==> src/rtl/bcd_calendar_rtc.sv <==
module bcd_calendar_rtc #(
  parameter int AW = 5
) (
  input  logic          clk,
  input  logic          rst_n,
  input  logic          tick,
  input  logic [AW-1:0] addr,
  input  logic [7:0]    wdata,
  input  logic          wr,
  input  logic          rd,
  output logic [7:0]    rdata,
  output logic          irq
);
  localparam int NT      = 7;
  localparam int NA      = 6;
  localparam int A_ALRM  = NT;
  localparam int A_CTRL  = A_ALRM + NA;
  localparam int A_STAT  = A_CTRL + 1;
  localparam int A_IEN   = A_STAT + 1;
  localparam int A_COMP  = A_IEN + 1;

  function automatic logic [6:0] to_bin(input logic [7:0] b);
    return 7'({3'b000, b[7:4]} * 7'd10 + {3'b000, b[3:0]});
  endfunction

  function automatic logic [7:0] to_bcd(input logic [6:0] n);
    return {4'(n / 7'd10), 4'(n % 7'd10)};
  endfunction

  logic [7:0] tm   [NT];
  logic [7:0] nt   [NT];
  logic [7:0] al   [NA];
  logic [7:0] sh   [NA];
  logic [7:0] comp [2];
  logic [7:0] ctrl;
  logic [7:2] st;
  logic [3:0] ie;
  logic [7:0] rd_mux;

  logic [6:0] s_i, m_i, h_i, d_i, mo_i, y_i, dmax;
  logic       sw, mw, hw, dw, mow, carry_m, carry_h, carry_d, carry_mo, carry_y;
  logic       time_wr, adv, hit;

  assign s_i  = to_bin(tm[0]);
  assign m_i  = to_bin(tm[1]);
  assign h_i  = to_bin(tm[2]);
  assign d_i  = to_bin(tm[3]);
  assign mo_i = to_bin(tm[4]);
  assign y_i  = to_bin(tm[5]);

  always_comb begin
    unique case (mo_i)
      7'd2:                      dmax = (y_i[1:0] == 2'b00) ? 7'd29 : 7'd28;
      7'd4, 7'd6, 7'd9, 7'd11:   dmax = 7'd30;
      default:                   dmax = 7'd31;
    endcase
  end

  assign sw  = s_i  >= 7'd59;
  assign mw  = m_i  >= 7'd59;
  assign hw  = h_i  >= 7'd23;
  assign dw  = d_i  >= dmax;
  assign mow = mo_i >= 7'd12;

  assign carry_m  = sw;
  assign carry_h  = carry_m & mw;
  assign carry_d  = carry_h & hw;
  assign carry_mo = carry_d & dw;
  assign carry_y  = carry_mo & mow;

  assign nt[0] = sw ? 8'h00 : to_bcd(s_i + 7'd1);
  assign nt[1] = !carry_m ? tm[1] : (mw ? 8'h00 : to_bcd(m_i + 7'd1));
  assign nt[2] = !carry_h ? tm[2] : (hw ? 8'h00 : to_bcd(h_i + 7'd1));
  assign nt[3] = !carry_d ? tm[3] : (dw ? 8'h01 : to_bcd(d_i + 7'd1));
  assign nt[4] = !carry_mo ? tm[4] : (mow ? 8'h01 : to_bcd(mo_i + 7'd1));
  assign nt[5] = !carry_y ? tm[5] : ((y_i >= 7'd99) ? 8'h00 : to_bcd(y_i + 7'd1));
  assign nt[6] = !carry_d ? tm[6] : ((tm[6] >= 8'h06) ? 8'h00 : tm[6] + 8'h01);

  assign time_wr = wr && (addr < AW'(NT));
  assign adv     = tick && ctrl[0] && !time_wr;

  always_comb begin
    hit = 1'b1;
    for (int i = 0; i < NA; i++) if (nt[i] != al[i]) hit = 1'b0;
  end

  always_comb begin
    rd_mux = 8'h00;
    for (int i = 0; i < NA; i++) if (addr == AW'(i)) rd_mux = ctrl[6] ? sh[i] : tm[i];
    if (addr == AW'(NT - 1)) rd_mux = tm[NT-1];
    for (int i = 0; i < NA; i++) if (addr == AW'(A_ALRM + i)) rd_mux = al[i];
    if (addr == AW'(A_CTRL)) rd_mux = ctrl;
    if (addr == AW'(A_STAT)) rd_mux = {st, ctrl[0], 1'b0};
    if (addr == AW'(A_IEN))  rd_mux = {4'h0, ie};
    for (int i = 0; i < 2; i++) if (addr == AW'(A_COMP + i)) rd_mux = comp[i];
  end

  always_ff @(posedge clk or negedge rst_n) begin
    if (!rst_n) begin
      for (int i = 0; i < NT; i++) tm[i] <= (i == 3 || i == 4) ? 8'h01 : 8'h00;
      for (int i = 0; i < NA; i++) begin
        al[i] <= 8'h00;
        sh[i] <= 8'h00;
      end
      comp[0] <= 8'h00;
      comp[1] <= 8'h00;
      ctrl    <= 8'h00;
      st      <= 6'b100000;
      ie      <= 4'h0;
      rdata   <= 8'h00;
    end else begin
      if (rd) rdata <= rd_mux;
      for (int i = 0; i < NT; i++) begin
        if (wr && addr == AW'(i)) tm[i] <= wdata;
        else if (adv)             tm[i] <= nt[i];
      end
      for (int i = 0; i < NA; i++) if (wr && addr == AW'(A_ALRM + i)) al[i] <= wdata;
      if (wr && addr == AW'(A_CTRL)) begin
        ctrl <= wdata;
        if (wdata[6]) for (int i = 0; i < NA; i++) sh[i] <= tm[i];
      end
      if (wr && addr == AW'(A_IEN)) ie <= wdata[3:0];
      for (int i = 0; i < 2; i++) if (wr && addr == AW'(A_COMP + i)) comp[i] <= wdata;
      st <= (st & ~((wr && addr == AW'(A_STAT)) ? wdata[7:2] : 6'b0))
          | {1'b0, adv & hit, adv & carry_d, adv & carry_h, adv & carry_m, adv};
    end
  end

  logic [3:0] evt;
  assign evt = st[5:2];
  assign irq = (st[6] & ie[3]) | (ie[2] & evt[ie[1:0]]);

endmodule


==> config.mk <==
export PLATFORM = sky130hd
export DESIGN_NAME = bcd_calendar_rtc
export DESIGN_NICKNAME = d
export VERILOG_FILES = /design/src/rtl/bcd_calendar_rtc.sv
export SDC_FILE = /design/constraint.sdc
export NUM_CORES = 1
export LEC_CHECK = 0
export ABC_AREA = 1
export BUFFER_PORTS_ARGS = -buffer_cell sky130_fd_sc_hd__buf_2
export CAP_MARGIN = 20
export CORE_MARGIN = 2
export CORE_UTILIZATION = 65
export DETAILED_ROUTE_END_ITERATION = 7
export PLACE_DENSITY = 0.82
export SYNTH_ARGS = -nofsm -noshare
export SYNTH_HDL_FRONTEND = slang
export SYNTH_SLANG_ARGS = --single-unit
==> constraint.sdc <==
create_clock -name clk -period 13.2 [get_ports clk]
set_input_delay 3.96 -clock clk [delete_from_list [all_inputs] [get_ports clk]]
set_output_delay 3.96 -clock clk [all_outputs]
set_load 0.05 [all_outputs]
==> reports/results.tsv <==
metric	value	unit
run status	finished clean	
critical path arrival	6.92	ns
Core Area	0.0218	sq mm
hold_buf cts	0	
Least-Margin Pin Slew	1.03	ns
async set-or-reset flop fraction in the synthesized netlist	100	%
Max Fclk	0.153	GHz
average size of a mapped cell	6.86	sq um
Mapped Area	0.0144	sq mm
Setup TNS	0	ns
post-DP HPWL	33500	um
Post-synth EDFFs	0	
Yosys warning count	0	
Synth area leader	dfrtp_1	
HP Class	flip-flop to flip-flop	
Setup Buffers After CTS	0	
CP Data Required Time	13.59	ns
Post-Route WL	45100	um
Setup Crit Path Kind	input port to flip-flop	
die width	153	um
maximum fanout along the worst path	31	
initial drt markers	1643	
clock skew	0.0140	ns
Syn Inst Count	2105	
Rel. slew slack	30.5	%
via count	14856	
vias in the first global route	13643	
pin count of the biggest net entering global routing	121	
ranking of synthesized cells by area	dfrtp_1, nand2_1, o21ai_0	
I/O Buffers	26	
Worst-Skew Late Latency	0.46	ns
Max Slew Vio Count	0	
grt peak-use layer	met2	
most common cell after layout, fill and taps aside	nand2_1	
Initial Util	66.2	%
CP dominant cell by count	nor2_1	
DRC errors left	0	
Clock Tree Root	clkbuf_16	
# setup viols final	0	
Clock Sinks	194	
hold_sp	rdata[3]	
row count	54	
hold depth	2	
CTS tree	done	
drt wl/cell	18.8	um
Num CTS Buffers	17	
slowest stage delay, CP	0.39	ns
Clock Path Buffers	2	
most frequent cells in the layout	nand2_1, inv_1, o21ai_0	
die footprint	0.0234	sq mm
GR Overflow Total	0	
Worst R2R Path Depth	36	
register area share after synthesis	33.6	%
Synth Register Bits	194	
share of layout cells above drive strength 1	5.33	%
slowest CP cell	nor3_2	
H-tree depth	4	
hold path endpoint	rdata[3]	
post-layout net count	2206	
Synthesized Nets	2203	
r2r startpoint	tm[21]	
Synth top area share	33.1	%
CP endpoint kind	flip-flop	
Primary FF master, synth	dfrtp_1	
maxcap violations	0	
Layout area overhead	6.62	%
routed vias/inst	6.19	
setup repair after global routing missed its margin	false	
antenna-violating nets left	0	
initial antenna violation count	2	
crit-path cells	buf_2 -> inv_1 -> nand2_1 -> nor3_2 -> inv_1 -> nand4_1 -> and3_1 -> buf_4 -> nand2_1 -> nor2_1 -> nand4_1 -> nor2_1 -> nand3b_1 -> nor2_1 -> nand4_1 -> nor2_1 -> nand4_1 -> nor2_1 -> nand3_1 -> nor2_1 -> nand4_1 -> nor2_1 -> nand2_1 -> nand2_1	
First-pass DRT Iterations	7	
setup slack, reg-to-reg	7.44	ns
global-route track usage on met1	54.3	%
clk slew on worst S/H paths	0.09	ns
antenna cells	0	
Ports	27	
Post-CTS Resized	0	
Crit. Startpoint	addr[3]	
first-pass GRT wire length	72100	um
Yosys cell types	52	
grt met2 use	60.0	%
reg2reg end	st[6]	
total track usage	38.8	%
crit start category	input port	
Final GP Congestion	1.03	
Tcrit/Tclk final	49.5	%
Final Hold Vio Count	0	
Die Ht	153	um
GR met3 Demand/Resource	9.41	%
post-layout min period	6.54	ns
synth_stat cells (all sizes together), types with 3 or more instances:
library cell and number:
mux2 6, o22ai 9, o21ai 229, xor2 17, inv 270, nand2 727, clkbuf 43, a211oi 6
a21oi 35, or2 8, o311ai 3, clkinv 5, ha 68, dfstp 3, o211ai 29, nand4 42
a221oi 5, nand3b 16, o221ai 49, nand3 172, xnor2 7, buf 5, nor3 8, nor2 119
o2111ai 7, dfrtp 191, nor4 3, fa 12
state kept, by name (all words and copies together), names as in the netlist:
register  flops
ctrl          8
al           48
sh           48
st            6
rdata         8
tm           56
comp         16
ie            4
final cells by class:
class,count,area (sq um)
well taps,280,350
clock buffers,17,425
fillers,1833,6420
clock inverters,15,179
multi-input cells,1588,8370
repair buffers,32,181
inverters,275,1030
flip-flops and latches,194,4860
metal layers:
metal	part of all wire, %	wire (um)
met2	44	20000
met5	0.044	20
met4	3.1	1420
met3	11	5030
met1	41	18600
kinds of logic (layout without fill, tap and decap cells):
family / count (synthesis) / in the layout / synth area share (%)
muxes: 7 / 7 / 0.537
and+or+nand+nor: 1097 / 1097 / 32.2
DFF: 194 / 194 / 33.6
adders and majority gates: 80 / 80 / 7.55
xor gates and xnor gates: 25 / 25 / 1.77
AOI/OAI and AO/OA: 379 / 379 / 15.9
buffers and inverters: 323 / 339 / 8.41
critical path: cells and delay by family:
kind	cells	cell delay [ns]
buf+inv	4	0.77
simple gates	20	2.15
stage by stage:
step | hold slack, ns | worst slack (ns) | cell area [sq um] | cells | utilization (%)
6_report | 0.488 | 6.66 | 15400 | 2401 | 70.6
5_1_grt | 0.504 | 6.19 | 15400 | 2401 | 70.6
3_5_place_dp | 0.470 | 6.27 | 14800 | 2369 | 67.8
4_1_cts | 0.487 | 6.74 | 15400 | 2401 | 70.6
2_1_floorplan | 0.440 | 7.13 | 14400 | 2105 | -
3_3_place_gp | 0.453 | 6.36 | 14800 | 2368 | 67.8
worst max path at each step:
stage / endpoint / slack (ns) / cells after the start
floorplan: st[6] / 7.13 / 22
global placement: st[6] / 6.36 / 24
detailed placement: st[6] / 6.27 / 24
CTS: st[6] / 6.74 / 24
global route: st[6] / 6.19 / 24
finish: st[6] / 6.66 / 24
Power is left out: the tool's default activity adds up to more than one toggle a clock period on the data nets, which glitch-free logic cannot reach.
